[src/rtl/subarea_mip_seq.sv]
module subarea_mip_seq #(
  parameter int NBITS = 6
) (
  input  logic             clk,
  input  logic             rst_n,
  input  logic [1:0]       mode_sel,
  input  logic             frame_tick,
  input  logic             line_bit,
  input  logic             row_gate,
  output logic [NBITS-1:0] sel_strobe,
  output logic             pol_true,
  output logic             pol_inv,
  output logic             com_level,
  output logic [NBITS-1:0] elec
);
  localparam int IW = $clog2(NBITS + 1);

  typedef enum logic [1:0] {M_NORM = 2'b00, M_PRE = 2'b01, M_STILL = 2'b10} mode_t;

  mode_t           mode;
  logic [IW-1:0]   idx;
  logic [NBITS-1:0] store;
  logic            phase;

  wire load_done = (idx == IW'(NBITS));
  wire cap       = (mode == M_PRE) && row_gate && !load_done;
  wire enter_pre = frame_tick && (mode_sel == 2'b01) && (mode != M_PRE);

  always_ff @(posedge clk) begin
    if (!rst_n) begin
      mode <= M_NORM;
    end else if (frame_tick) begin
      case (mode_sel)
        2'b00: mode <= M_NORM;
        2'b01: mode <= M_PRE;
        2'b10: if (mode == M_PRE && load_done) mode <= M_STILL;
        default: mode <= mode;
      endcase
    end
  end

  always_ff @(posedge clk) begin
    if (!rst_n)         idx <= '0;
    else if (enter_pre) idx <= '0;
    else if (cap)       idx <= idx + 1'b1;
  end

  genvar k;
  generate
    for (k = 0; k < NBITS; k++) begin : g_slot
      assign sel_strobe[k] = cap && (idx == IW'(k));
      always_ff @(posedge clk) begin
        if (!rst_n)             store[k] <= 1'b0;
        else if (sel_strobe[k]) store[k] <= line_bit;
      end
    end
  endgenerate

  always_ff @(posedge clk) begin
    if (!rst_n || mode != M_STILL) phase <= 1'b0;
    else if (frame_tick)           phase <= ~phase;
  end

  always_ff @(posedge clk) begin
    if (!rst_n) begin
      pol_true <= 1'b0;
      pol_inv  <= 1'b0;
    end else begin
      pol_true <= (mode == M_STILL) && !phase && !pol_inv;
      pol_inv  <= (mode == M_STILL) &&  phase && !pol_true;
    end
  end

  assign com_level = pol_inv;
  assign elec = pol_true ? store : (pol_inv ? ~store : '0);

  AST_POL_EXCL: assert property (@(posedge clk) disable iff (!rst_n)
    !(pol_true && pol_inv));
  AST_DEAD_TRUE: assert property (@(posedge clk) disable iff (!rst_n)
    pol_true |=> !pol_inv);
  AST_DEAD_INV: assert property (@(posedge clk) disable iff (!rst_n)
    pol_inv |=> !pol_true);
  AST_STROBE_ONEHOT: assert property (@(posedge clk) disable iff (!rst_n)
    $onehot0(sel_strobe));
  AST_STILL_ENTRY: assert property (@(posedge clk) disable iff (!rst_n)
    (mode != M_STILL) ##1 (mode == M_STILL) |-> $past(mode == M_PRE) && $past(load_done));
  AST_STORE_HELD: assert property (@(posedge clk) disable iff (!rst_n)
    (mode == M_STILL) |=> $stable(store));
  AST_ISOLATED: assert property (@(posedge clk) disable iff (!rst_n)
    (mode != M_STILL) ##1 (mode != M_STILL) |-> !pol_true && !pol_inv);
endmodule

[config.mk]
export PLATFORM = sky130hd
export DESIGN_NAME = subarea_mip_seq
export DESIGN_NICKNAME = d
export VERILOG_FILES = /design/src/rtl/subarea_mip_seq.sv
export SDC_FILE = /design/constraint.sdc
export NUM_CORES = 1
export LEC_CHECK = 0
export BUFFER_PORTS_ARGS = -buffer_cell sky130_fd_sc_hd__buf_2
export CORE_AREA = 2 2 47 49
export CTS_CLUSTER_DIAMETER = 50
export DETAILED_ROUTE_END_ITERATION = 10
export DIE_AREA = 0 0 49 51
export GPL_ROUTABILITY_DRIVEN = 0
export PLACE_DENSITY = 0.68
export SKIP_LAST_GASP = 1
export SYNTH_ARGS = -nofsm -noshare
export SYNTH_HDL_FRONTEND = slang
export SYNTH_SLANG_ARGS = --single-unit
[constraint.sdc]
create_clock -name clk -period 1.6 [get_ports clk]
set_input_delay 0.32 -clock clk [delete_from_list [all_inputs] [get_ports clk]]
set_output_delay 0.32 -clock clk [all_outputs]
set_load 0.02 [all_outputs]
==> results.cfg, run 1 <==
[status]
outcome = finished, violations left
failed_checks = negative setup slack

[logic_synthesis]
synth_area_leaders = dfxtp_1, ha_1, mux2i_1
synth.yosys.seq_area_share = 0.361
mappedNetlistArea_um2 = 777
yosys.cell_types.count = 31
synthesis.nets = 98
synth_largest_type_area_fraction = 0.361
ys.warnings.count = 0
synthesis.instances = 86
synth.avg_cell_area_um2 = 9.03
yosys_register_bits = 14
synth_largest_area_cell = dfxtp_1

[finish]
areaGrowthSynthToFinish_pct = 44.3
regArea_um2 = 298
final_net_count = 129
num-fill-cells = 200
finish.instance_area_um2 = 1120
final_core_utilization = 0.543
number_of_standard_cells_in_the_final_layout_excluding_fillers = 144
count_of_antenna_diodes_in_the_layout = 0
multi_input_area_um2 = 529
drive_gt1_frac = 0.491

[clock_network]
insertion_delay_ns = 0.29
clock_tree.root_cell = clkbuf_4
tritoncts_num_sinks = 14
tritoncts.num_buffers = 3
htree_num_levels = 1
max-clock-path-buffers = 2
cts_tree = yes
clkTransAtPathRegs_ns = 0.09
cts_hold_repair.buffers = 0

[power_and_ir_drop]
ir_drop_mv = 0.397
power.density_cell_area_nw_per_um2 = 593
power.leakage_nw = 0.459

[detailed_routing]
drt_wl_total_mm = 1.87
via_count = 718
drt_pre_antenna_iters = 4
route.detailed.vias_per_inst = 4.99
remaining_drc_errors = 0
iteration_0_drc_markers = 8
route.detailed.wl_per_inst_um = 13.0
ant_nets = 0

[placed_design]
detailedPlacementHpwl_mm = 1.16
placement.setup.worst_slack_ns = 0.0599
placement.cell_area_um2 = 908
port_buffers = 21
place.detailed.instances = 133

[timing]
final-hold-violation-count = 0
timing.final.max_slew_violations = 0
min_period_over_period = 1.02
post-route-worst-setup-slack_ns = -0.0350
unrepaired_setup_endpoints_after_global_routing = true
f_max_ghz = 0.612
slew-limit-headroom = 0.840
fin_crit_ns = 1.64
tightestPinTransition_ns = 0.239
finalSetupViolations = 2
fin_skew_ns = 0.00171

[global_routing]
antenna_found_initial = 0
number_of_global_route_vias_before_repair = 625
grtUsageTotal = 0.142
grt_start_max_net_pins = 12
grt_overflow = 0
grt_pass1_wl_mm = 2.70

[worst_setup_path]
start_kind = flop
crit_end_element = output port
r2r_setup_slack_ns = 0.21
worst-path-max-fanout = 5
setup.worst_path.class = reg2out
arrival_ns = 1.32
crit_required_ns = 1.28

[floorplanning]
row_count = 17
die_area_um2 = 2500
initial_utilization = 0.377
die_h_um = 51
ios = 22
core_um2 = 2060
chipWidth_um = 49

[run]
cap_viol_max_count = 0

[worst_hold_path]
hold_path.class = in2reg
## power breakdown
| part | switching (W) | leakage (nW) | internal, W |
|---|---|---|---|
| Sequential | 0.00000606 | 0.117 | 0.000347 |
| Clock | 0.000128 | 0.0210 | 0.000139 |
| Combinational | 0.0000249 | 0.321 | 0.0000203 |
| Total | 0.000159 | 0.459 | 0.000506 |
## cell type report
cell class,instances,area share
Clock buffer,4,0.0324
Inverter,4,0.0156
Multi-Input combinational cell,65,0.472
Sequential cell,14,0.266
Tap cell,28,0.0312
Timing Repair Buffer,29,0.183
## synthesized netlist by cell type, drive strengths merged
cell type	number
o21ai	9
o221a	1
buf	2
ha	5
a21boi	1
nor3	1
o221ai	1
inv	4
nand4b	2
a21oi	2
and2	4
nand2	14
dfxtp	14
clkbuf	1
nand2b	2
nor2	3
nor2b	1
mux2i	6
and3b	1
and3	1
nor3b	3
and4bb	1
a311oi	1
nand3	2
nand3b	3
xnor2	1
## worst max-delay path: stages (launching register included)
cell     delay [ns]
dfxtp_4        0.40
inv_4          0.05
ha_4           0.19
nand2_2        0.08
and3_4         0.20
buf_6          0.12
## per-stage QoR
stage	hold WS (ns)	setup TNS [ns]	total power, W
3_5_place_dp	0.457	0	0.000403
4_1_cts	0.329	-0.0260	0.000658
2_1_floorplan	0.437	0	0.000386
3_3_place_gp	0.452	0	0.000403
5_1_grt	0.326	-0.316	0.000690
6_report	0.315	-0.0695	0.000664
## timing repair
item / 4_1_cts / 5_1_grt
pin swaps: 3 / 8
gates resized for setup: 17 / 26
setup buffers: 3 / 4
endpoints found under the setup margin: 12 / 11
## cells in the final DEF, fill, tap and decap left out, types with 2 or more instances in the layout
cell,count
ha_4,2
clkbuf_4,3
dfxtp_1,8
inv_1,2
buf_6,6
nand3b_1,3
nor3b_4,2
o21ai_0,4
mux2i_1,6
a21oi_1,2
ha_2,3
dfxtp_2,2
buf_4,9
nand3_1,2
buf_2,14
dfxtp_4,4
o21ai_1,5
nand2_1,13
and2_4,3
nor2_1,3
## layer usage
layer / GRT usage / vias up / share of wire
li1: - / 364 / -
met1: 0.169 / 329 / 0.45
met2: 0.235 / 19 / 0.47
met3: 0.0292 / 6 / 0.042
met4: 0.0857 / 0 / 0.035
met5: 0 / - / 0
## cells by family after synthesis
family / Yosys count / share of synthesized area
DFF: 14 / 0.361
buffers and inverters: 7 / 0.0402
AOI/OAI and AO/OA: 15 / 0.118
xor gates and xnor gates: 1 / 0.0113
muxes: 6 / 0.0773
and+or+nand+nor: 38 / 0.312
adders and majority gates: 5 / 0.0805
## sequential cells by signal (all words and copies together), names as in the netlist
name,count
mode,2
store,6
com_level,1
idx,3
phase,1
pol_true,1
## worst paths after layout
path                   start       endpoint  cells after the start
setup / recovery      idx[0]  sel_strobe[3]                      5
hold / removal    frame_tick          phase                      3
setup reg to reg      idx[0]        mode[1]                      7
hold reg to reg     store[5]       store[5]                      2
No activity file was read; power rests on OpenSTA's default activity.
==> run 2, diff against run 1 <==
--- a/config.mk
+++ b/config.mk
@@ -16,3 +16,4 @@
 export SYNTH_ARGS = -nofsm -noshare
 export SYNTH_HDL_FRONTEND = slang
 export SYNTH_SLANG_ARGS = --single-unit
+export TNS_END_PERCENT = 1
==> run 2 against run 1 <==
  * Maximum frequency rose by 1.2%
  * Global-route usage fell by 0.13 points
  * Hold slack about the same
  * Count of clock-buffer cells in the layout did not move
  * Routed wire length down 12%
  * Non-clock buffer count is 3 lower
  * Total power down 0.38%
  * The run still ends with negative setup slack left
  * Sequential cell count did not move
  * Setup slack better by 0.019 ns
  * Register-to-register slack improved by 0.07 ns
  * Clock skew rose by 0.00096 ns
  * Sequential power about the same
==> results.cfg, run 2 (synthesis gave the netlist of run 1 again) <==
[status]
outcome = finished, violations left
failed_checks = negative setup slack

[worst_setup_path]
crit_end_element = output port
start_kind = flop
timing.critical_path.slowest_cell_delay_ns = 0.38
rr_worst_depth = 6
timing.critical_path.buf_inv = 2
worstReg2RegStart = idx[0]
r2r_setup_slack_ns = 0.28
setup.worst_path.class = reg2out
critical_path.top_delay_family = flip-flops
worst-path-max-fanout = 4
arrival_ns = 1.30
r2r_end = store[4]
slowest_stage = dfxtp_4
crit_required_ns = 1.28
crit_path_cell_trace = inv_4 -> ha_1 -> nor3b_4 -> buf_6

[finish]
regMostFlops = store
layout.cells.most_common = buf_2
areaGrowthSynthToFinish_pct = 39.3
finish.instance_area_um2 = 1080
mostFrequentLayoutCells = buf_2, nand2_1, dfxtp_1
drive_gt1_frac = 0.460
final_core_utilization = 0.525
flip_flop_count_of_the_largest_register_all_copies_and_words_added = 6
count_of_antenna_diodes_in_the_layout = 0
multi_input_area_um2 = 519
reg_top3 = store (6), idx (3), mode (2)
final_net_count = 126
num-fill-cells = 202
regArea_um2 = 298

[detailed_routing]
drt_wl_total_mm = 1.65
iteration_0_drc_markers = 6
route.detailed.vias_per_inst = 4.87
ant_nets = 0
remaining_drc_errors = 0
drt_pre_antenna_iters = 4
via_count = 687
route.detailed.wl_per_inst_um = 11.7

[floorplanning]
initial_utilization = 0.377
die_h_um = 51
die_area_um2 = 2500
row_count = 17
ios = 22
chipWidth_um = 49
core_um2 = 2060

[global_routing]
grt_pass1_wl_mm = 2.68
grt_start_max_net_pins = 12
grtUsageTotal = 0.140
grt_overflow = 0
number_of_global_route_vias_before_repair = 622
antenna_found_initial = 0

[power_and_ir_drop]
total_power_w = 0.000662
ir_drop_mv = 0.395
power.density_cell_area_nw_per_um2 = 612
power.leakage_nw = 0.442

[clock_network]
clkTransAtPathRegs_ns = 0.09
cts_tree = yes
cts_hold_repair.buffers = 0
tritoncts.num_buffers = 3
max-clock-path-buffers = 2
clock_tree.root_cell = clkbuf_4
htree_num_levels = 1
tritoncts_num_sinks = 14
insertion_delay_ns = 0.29

[timing]
finalSetupViolations = 3
post-route-worst-setup-slack_ns = -0.0163
final.hold.worst_slack_ns = 0.316
unrepaired_setup_endpoints_after_global_routing = true
timing.final.max_slew_violations = 0
min_period_over_period = 1.01
setup_tns_ns = -0.0374
slew-limit-headroom = 0.849
final-hold-violation-count = 0
f_max_ghz = 0.619
tightestPinTransition_ns = 0.224
fin_skew_ns = 0.00266
fin_crit_ns = 1.62

[placed_design]
port_buffers = 21
placement.cell_area_um2 = 908
detailedPlacementHpwl_mm = 1.16

[worst_hold_path]
hold-path-cell-count = 3
hold_path.class = in2reg
worst_hold_path.endpoint = phase
min-delay-start = frame_tick

[run]
cap_viol_max_count = 0
## run 2: cell types whose count changed in the layout (fill, tap and decap cells not counted), sizes merged
cell and change:
buf -3
## run 2: power breakdown
group / switching (W) / internal [W] / total (W) / leakage (nW)
clock: 0.000127 / 0.000139 / 0.000266 / 0.0210
sequential: 0.00000599 / 0.000347 / 0.000353 / 0.117
combinational: 0.0000238 / 0.0000197 / 0.0000434 / 0.304
## run 2: cell type report
| type | instances | area share |
|---|---|---|
| Inverter | 4 | 0.0162 |
| Tap cell | 28 | 0.0324 |
| Sequential cell | 14 | 0.275 |
| Clock buffer | 4 | 0.0335 |
| Multi-Input combinational cell | 65 | 0.480 |
| Timing Repair Buffer | 26 | 0.163 |
## run 2: stage by stage
step,setup slack (ns),std cells
floorplan,0.0384,86
global placement,0.119,133
detailed placement,0.0599,133
CTS,-0.0138,139
global route,-0.0713,141
finish,-0.0163,141
## run 2: worst max-delay path by stage
stage / start / endpoint / slack [ns] / depth (start not counted)
after global placement: idx[0] / sel_strobe[3] / 0.12 / 5
after global routing: idx[0] / sel_strobe[4] / -0.07 / 4
after detailed placement: idx[0] / sel_strobe[3] / 0.06 / 5
final: idx[0] / sel_strobe[4] / -0.02 / 4
after CTS: idx[0] / sel_strobe[5] / -0.01 / 4
after floorplan: pol_true / elec[0] / 0.04 / 3
## run 2: layer usage
metal | global-route usage | share of wire | vias up
met5 | 0 | 0 | -
met4 | 0.0857 | 0.030 | 0
met3 | 0.0292 | 0.033 | 4
met2 | 0.231 | 0.45 | 15
met1 | 0.169 | 0.49 | 312
li1 | - | - | 356
## run 2: tightest hold or removal path, cell delays in order
cell     delay, ns
buf_2         0.12
xnor2_1       0.06
nor2_1        0.07
## run 2: what timing repair did
item	CTS	global route
setup buffers	2	2
pin swaps	3	6
gates resized for setup	14	22
setup endpoints to repair	12	12
